`config.mk`:
```
export PLATFORM = sky130hd
export DESIGN_NAME = prog_busy_status
export DESIGN_NICKNAME = d
export VERILOG_FILES = /design/src/rtl/pbs_pkg.sv /design/src/rtl/pbs_power_lock.sv /design/src/rtl/pbs_strobe_qual.sv /design/src/rtl/pbs_read_mux.sv /design/src/rtl/prog_busy_status.sv
export SDC_FILE = /design/constraint.sdc
export NUM_CORES = 1
export LEC_CHECK = 0
export CELL_PAD_IN_SITES_DETAIL_PLACEMENT = 1
export CELL_PAD_IN_SITES_GLOBAL_PLACEMENT = 1
export CORE_ASPECT_RATIO = 1.5
export CORE_MARGIN = 10
export CORE_UTILIZATION = 30
export CTS_BUF_LIST = sky130_fd_sc_hd__clkbuf_2 sky130_fd_sc_hd__clkbuf_4 sky130_fd_sc_hd__clkbuf_8
export DETAILED_ROUTE_END_ITERATION = 12
export PLACE_DENSITY = 0.87
export REMOVE_ABC_BUFFERS = 1
export SETUP_SLACK_MARGIN = 0.15
export SKIP_CTS_REPAIR_TIMING = 1
export SYNTH_ARGS = -nofsm -noshare
export SYNTH_HDL_FRONTEND = slang
export SYNTH_SLANG_ARGS = --single-unit
```
`constraint.sdc`:
```
create_clock -name clk -period 2.1 [get_ports clk]
set_input_delay 0.525 -clock clk [delete_from_list [all_inputs] [get_ports clk]]
set_output_delay 0.525 -clock clk [all_outputs]
set_load 0.02 [all_outputs]
```
`src/rtl/pbs_pkg.sv`:
```
package pbs_pkg;

   localparam int unsigned DATA_W     = 8;
   localparam int unsigned POLL_BIT   = 7;
   localparam int unsigned TOGGLE_BIT = 6;

   typedef logic [DATA_W-1:0] byte_t;

   // Byte presented while programming is in progress
   function automatic byte_t busy_view(input byte_t arr, input logic addr_hit,
                                       input byte_t last, input logic tog);
      byte_t r;
      r             = arr;
      r[TOGGLE_BIT] = tog;
      if (addr_hit) r[POLL_BIT] = ~last[POLL_BIT];
      return r;
   endfunction

endpackage

```
`src/rtl/pbs_power_lock.sv`:
```
module pbs_power_lock #(
   parameter int unsigned LOCK_CYC = 250000
) (
   input  logic clk,
   input  logic rst_n,
   input  logic pwr_good,
   output logic unlocked
);
   localparam int unsigned CW = $clog2(LOCK_CYC + 1);
   localparam logic [CW-1:0] LIMIT = CW'(LOCK_CYC);

   initial begin : p_param_chk
      assert (LOCK_CYC >= 1) else $fatal(1, "LOCK_CYC must be at least 1");
   end

   logic [CW-1:0] cnt_q;

   always_ff @(posedge clk) begin
      if (!rst_n)             cnt_q <= '0;
      else if (!pwr_good)     cnt_q <= '0;
      else if (cnt_q != LIMIT) cnt_q <= cnt_q + 1'b1;
   end

   assign unlocked = (cnt_q == LIMIT);

   // a supply drop re-arms the lockout at once
   a_r9_drop_relocks: assert property (@(posedge clk) disable iff (!rst_n)
      !pwr_good |=> !unlocked);

endmodule

```
`src/rtl/pbs_strobe_qual.sv`:
```
module pbs_strobe_qual #(
   parameter int unsigned MIN_PULSE = 1
) (
   input  logic clk,
   input  logic rst_n,
   input  logic ce_n,
   input  logic oe_n,
   input  logic we_n,
   input  logic unlocked,
   output logic wr_go
);
   initial begin : p_param_chk
      assert (MIN_PULSE >= 1) else $fatal(1, "MIN_PULSE must be at least 1");
   end

   logic wr_act;
   logic held_ok;
   logic go_q;

   // output enable low, chip enable high or write enable high inhibit
   assign wr_act = !ce_n && !we_n && oe_n;

   generate
      if (MIN_PULSE == 1) begin : g_direct
         logic act_q;
         always_ff @(posedge clk) begin
            if (!rst_n) act_q <= 1'b0;
            else        act_q <= wr_act;
         end
         assign held_ok = act_q;
      end else begin : g_count
         localparam int unsigned CW = $clog2(MIN_PULSE + 1);
         localparam logic [CW-1:0] LIMIT = CW'(MIN_PULSE);
         logic [CW-1:0] cnt_q;
         always_ff @(posedge clk) begin
            if (!rst_n)              cnt_q <= '0;
            else if (!wr_act)        cnt_q <= '0;
            else if (cnt_q != LIMIT) cnt_q <= cnt_q + 1'b1;
         end
         assign held_ok = (cnt_q == LIMIT);
      end
   endgenerate

   always_ff @(posedge clk) begin
      if (!rst_n) go_q <= 1'b0;
      else        go_q <= !wr_act && held_ok && unlocked;
   end

   assign wr_go = go_q;

   // an accepted write is a single-cycle pulse
   a_r8_single_pulse: assert property (@(posedge clk) disable iff (!rst_n)
      wr_go |=> !wr_go);

endmodule

```
`src/rtl/pbs_read_mux.sv`:
```
module pbs_read_mux
   import pbs_pkg::*;
#(
   parameter int unsigned ADDR_W = 17
) (
   input  logic              clk,
   input  logic              rst_n,
   input  logic              ce_n,
   input  logic              oe_n,
   input  logic              busy,
   input  logic [ADDR_W-1:0] rd_addr,
   input  logic [ADDR_W-1:0] last_addr,
   input  byte_t             last_data,
   input  byte_t             arr_data,
   output byte_t             rd_data
);
   initial begin : p_param_chk
      assert (ADDR_W >= 1) else $fatal(1, "ADDR_W must be at least 1");
   end

   logic  rd_act, rd_act_q, rd_start;
   logic  tog_q, tog_nxt;
   logic  addr_hit;
   byte_t view;
   byte_t rd_q;

   assign rd_act   = !ce_n && !oe_n;
   assign rd_start = rd_act && !rd_act_q;
   assign addr_hit = (rd_addr == last_addr);
   assign tog_nxt  = (rd_start && busy) ? ~tog_q : tog_q;
   assign view     = busy ? busy_view(arr_data, addr_hit, last_data, tog_nxt) : arr_data;

   always_ff @(posedge clk) begin
      if (!rst_n) begin
         rd_act_q <= 1'b0;
         tog_q    <= 1'b0;
         rd_q     <= '0;
      end else begin
         rd_act_q <= rd_act;
         tog_q    <= tog_nxt;
         rd_q     <= rd_act ? view : '0;
      end
   end

   assign rd_data = rd_q;

   // no access drives an all-zero byte
   a_r2_idle_zero: assert property (@(posedge clk) disable iff (!rst_n)
      !rd_act |=> (rd_data == '0));

   // idle programming passes array data
   a_r3_passthru: assert property (@(posedge clk) disable iff (!rst_n)
      (rd_act && !busy) |=> (rd_data == $past(arr_data)));

   // polled bit is inverted on the last written address
   a_r4_poll_bit: assert property (@(posedge clk) disable iff (!rst_n)
      (rd_act && busy && addr_hit) |=> (rd_data[POLL_BIT] == !$past(last_data[POLL_BIT])));

   // a fresh access while busy presents the flipped toggle
   a_r5_toggle_flip: assert property (@(posedge clk) disable iff (!rst_n)
      (rd_start && busy) |=> (rd_data[TOGGLE_BIT] != $past(tog_q)));

endmodule

```
`src/rtl/prog_busy_status.sv`:
```
module prog_busy_status
   import pbs_pkg::*;
#(
   parameter int unsigned ADDR_W    = 17,
   parameter int unsigned LOCK_CYC  = 250000,
   parameter int unsigned MIN_PULSE = 1
) (
   input  logic              clk,
   input  logic              rst_n,
   input  logic              pwr_good,
   input  logic              busy,
   input  logic [ADDR_W-1:0] last_addr,
   input  logic [7:0]        last_data,
   input  logic              ce_n,
   input  logic              oe_n,
   input  logic              we_n,
   input  logic [ADDR_W-1:0] rd_addr,
   input  logic [7:0]        arr_data,
   output logic [7:0]        rd_data,
   output logic              wr_go
);
   initial begin : p_param_chk
      assert (DATA_W == 8) else $fatal(1, "byte width must be 8");
   end

   logic unlocked;

   pbs_power_lock #(.LOCK_CYC(LOCK_CYC)) u_lock (
      .clk      (clk),
      .rst_n    (rst_n),
      .pwr_good (pwr_good),
      .unlocked (unlocked)
   );

   pbs_strobe_qual #(.MIN_PULSE(MIN_PULSE)) u_qual (
      .clk      (clk),
      .rst_n    (rst_n),
      .ce_n     (ce_n),
      .oe_n     (oe_n),
      .we_n     (we_n),
      .unlocked (unlocked),
      .wr_go    (wr_go)
   );

   pbs_read_mux #(.ADDR_W(ADDR_W)) u_rd (
      .clk       (clk),
      .rst_n     (rst_n),
      .ce_n      (ce_n),
      .oe_n      (oe_n),
      .busy      (busy),
      .rd_addr   (rd_addr),
      .last_addr (last_addr),
      .last_data (last_data),
      .arr_data  (arr_data),
      .rd_data   (rd_data)
   );

   // every accepted write was decided while the lockout had expired
   a_r9_lock_gate: assert property (@(posedge clk) disable iff (!rst_n)
      wr_go |-> $past(unlocked));

endmodule

```
# Word level (Yosys, flattened, before mapping)
# Index checks and enable logic that the tools add are counted.
# totals
output_inout_bits	9
elab_cells	29
inputBits	57
reg_bits	30
# classes
n_reduce_logical	14
add_sub_neg	1
muxes	3
eq_ne	3
bitwise_logic	2
# ops
operator	n
$add 18x1->18 const B	1
$eq 18x18->1 const B	1
$ne 18x18->1 const B	1
$eq 17x17->1	1
$mux 8	1
$logic_and 1x1->1	7
$logic_not 1->1	5
$reduce_and 2->1	2
$mux 1	2
$not 1->1	2

# Logic depth before layout (Yosys ltp)
# logic_depth
word_depth	6
mapped_depth	6
ltp_nobuf	6

# By module
# Synthesis repeated with hierarchy kept, for this count alone.
# unflattened
cells_unflattened	152
hier_area_um2	1461.4
# by_module_without_submodules
module	instances	cells_each	seq_area_each_um2	area_per_inst_um2
pbs_power_lock	1	97	360.3	884.6
pbs_read_mux	1	49	200.2	516.7
pbs_strobe_qual	1	6	40.0	60.1

# Worst setup path before layout
# No wires, ideal clock.
# synth_path
kind	reg2reg
startpoint	register u_lock.cnt_q[0]
endpoint	register u_lock.cnt_q[1]
path_stages_with_launch	7
setup_slack_ns	0.473
arrival_ns	1.499
n_path_buf	0
setup_time_ns	0.128
synth_period_minus_slack_ns	1.627
path_cell_list	dfxtp_1 inv_1 ha_1 or4bb_1 nor4_4 mux2i_1 nor2_1
# synth_between
elab_chain_cells	1
elab_cells_between_ends	2
cone_classes	add/sub (1); eq/ne (1)
# synth_rtl
element	line	text
start: declaration	pbs_power_lock.sv:16	logic [CW-1:0] cnt_q;
start signal: assignment	pbs_power_lock.sv:21	else if (cnt_q != LIMIT) cnt_q <= cnt_q + 1'b1;
$add 18x1->18 / $ne 18x18->1 (equally long branches)	pbs_power_lock.sv:21	
# Parallel ways exist; a longest one is shown, timed or not.
# A chain may end at the register's enable or synchronous reset.

# Worst setup path after layout
# layout_path
startpoint	register u_qual.go_q (netlist: u_qual.wr_go)
endpoint	output wr_go
# layout_rtl
element	line	text
start: declaration	pbs_strobe_qual.sv:18	logic go_q;
start signal: assignment	pbs_strobe_qual.sv:46	else go_q <= !wr_act && held_ok && unlocked;
end: declaration	prog_busy_status.sv:20	output logic wr_go
# No word-level cell between the ends.

==> reports/qor.txt <==
Clock latency on the worst-skew pair: 0.29 ns
Commonest non-fill, non-tap cell in the layout: clkdlybuf4s50_1
Post-Place Worst Slack: -0.0851 ns
Clk pwr share: 49.2%
Vias in the first global route: 1512
Final setup vio count: 0
Slew margin rel.: 69.9%
Switching Fraction: 19.5%
Synth area leaders: dfxtp_1 43%, xnor2_1 13%, xor2_1 6.3%
Initial antenna violation count: 0
Final Max Slew Viols: 0
Port Buf Inserts: 58
Gr usage total: 12.3%
Clock Tree Buf Depth: 2
TritonCTS clock tree: done
Post-layout minimum cycle time: 1.76 ns
Sum Neg Setup Slack: 0 ns
VDD IR-drop max: 0.404 mV
Cell Chain, Critical Path: clkdlybuf4s50_1
CTS buffer count: 5
Startpoint types: flop
Critical Path RT: 1.57 ns
CP Max Fanout: 1
Seq pwr share: 39.0%
Pint: 1200 µW
FF+latch count, synth: 30
Tightest Pin Transition: 0.450 ns
Nets: 274
Max_cap viols: 0
Residual DRC: 0
Fin. Hold Viols: 0
Die W: 75.8 µm
Routed vias: 1330
Leak: 0.000757 µW
Leading area contributor after synthesis: dfxtp_1
Combinational power share: 11.8%
Drt first pass iters: 4
Hold slack final: 0.488 ns
Power density cells: 675 mW/mm²
Share of Yosys cell area claimed by the top area cell type: 42.9%
Crit-path leading delay family: buffers and inverters
Initial core utilization: 30.8%
RSZ-0062 raised after global routing: no
Vias/cell: 4.75
DRT antenna net count: 0
Critical path's slowest cell: clkdlybuf4s50_1
Core Box Area: 0.00454 mm²
CP endpoint kind: output port
I/O pin total: 66
HP Class: flop to flop
GP Congestion: 0.692
Root buf cell: clkbuf_8
H-tree levels: 2
WL/cell: 16.7 µm
Die height: 104 µm
Post-Layout Inst Area: 0.00221 mm²
Most frequent cells in the layout: 58 x clkdlybuf4s50_1, 30 x dfxtp_1, 21 x xnor2_1, 17 x nor2_1, 10 x xor2_1
Detail Placement HPWL: 3640 µm
Placed Area: 0.00206 mm²
Global-route wire length before repair: 7490 µm
Outcome: completed
Global route total overflow: 0
Clk slew on worst S/H paths: 0.06 ns
Starting DRT DRC Count: 35
Post-route setup slack: 0.336 ns
Synthesized instance count: 150
Area delta synth->final: 58.1%
Yosys cell types: 27
FMAX: 0.567 GHz
CP Buf/Inv Count: 1
Largest net degree at the start of global routing: 19
Seq/Total Area, Yosys: 42.9%
Worst Path Arrival: 1.24 ns
Total Die Area: 0.00786 mm²
Share of layout cells above drive strength 1: 5.56%
Crit Path Category: flop to output port
Sink Count: 30
FP Rows: 30
Max stage delay on crit path: 0.63 ns
Total Wirelength: 4680 µm
Syn Area/Cell: 9.33 µm²
Number of diodes: 0
Mapped cell area: 0.00140 mm²
Net switching power: 291 µW
Setup Skew: 0.00764 ns
Synth Warn #: 0
Tcrit/Tclk final: 84.0%
-- worst paths after layout --
check	cells after the start	slack, ns	end	from
worst min-delay path	1	0.49	u_qual.wr_go$_SDFF_PN0_	u_qual.g_direct.act_q$_SDFF_PN0_
worst min register to register	1	0.49	u_qual.wr_go$_SDFF_PN0_	u_qual.g_direct.act_q$_SDFF_PN0_
worst max-delay path	1	0.34	wr_go	u_qual.wr_go$_SDFF_PN0_
worst max register to register	6	0.35	u_lock.cnt_q[1]$_SDFFE_PN0P_	u_lock.cnt_q[0]$_SDFFE_PN0P_
-- flip-flops by register name (all words and copies together), names as in the netlist --
| register | flops |
|---|---|
| u_lock.cnt_q | 18 |
| u_qual.g_direct.act_q | 1 |
| u_qual.wr_go | 1 |
| u_rd.rd_act_q | 1 |
| u_rd.rd_data | 8 |
| u_rd.tog_q | 1 |
-- area by class of cell --
type	count	area, µm²
fillers	512	2330
multi-input cells	115	787
flip-flops and latches	30	601
repair buffers	59	588
clock buffers	6	82.6
well taps	64	80.1
clock inverters	2	60.1
inverters	4	15.0
-- power groups by stage --
stage	Combinational [µW]	Sequential [µW]	Clock [µW]
2_1_floorplan	50.1	599	0
3_3_place_gp	172	594	0
3_5_place_dp	178	595	0
4_1_cts	179	582	748
5_1_grt	192	583	771
6_report	177	582	735
-- cells by family (layout without fill, tap and decap cells) --
kind of cell               count (synthesis)  in the layout  synth area share, %
adders and majority gates                  2              2                 1.79
and+or+nand+nor                           69             69                 28.4
AOI/OAI and AO/OA                         10             10                 4.02
xor gates and xnor gates                  31             31                 19.4
DFF                                       30             30                 42.9
buffers and inverters                      5             71                 1.34
muxes                                      3              3                 2.14
-- routing by layer --
layer	vias up	global-route usage, %	wire, µm
li1	649	-	-
met1	632	11.3	1640
met2	43	22.8	2560
met3	6	4.01	396
met4	0	5.60	85
met5	-	0	0
-- synth_stat cells --
cell / instances
nand2_1: 7
or3b_1: 1
mux2i_1: 3
nor3_1: 4
a21oi_1: 5
nor2_1: 17
or4bb_1: 1
dfxtp_1: 30
clkbuf_1: 1
ha_1: 2
nor4_1: 3
or3_1: 5
xor2_1: 10
nand2b_1: 3
and3_1: 1
or4b_4: 1
nand4_1: 7
o2111a_1: 1
inv_1: 4
o21ai_0: 4
and2_1: 8
nand3b_1: 1
xnor2_1: 21
nor4_4: 1
nor4b_1: 2
nand3_1: 6
and4_1: 1
-- metrics by stage --
stage	cells	total power [µW]	util, %
final	280	1490	48.7
after global routing	280	1550	48.7
after CTS	280	1510	48.6
after detailed placement	272	773	45.5
after global placement	272	766	45.5
after floorplan	149	650	-
Note: power is estimated with default switching activity, not from simulation.
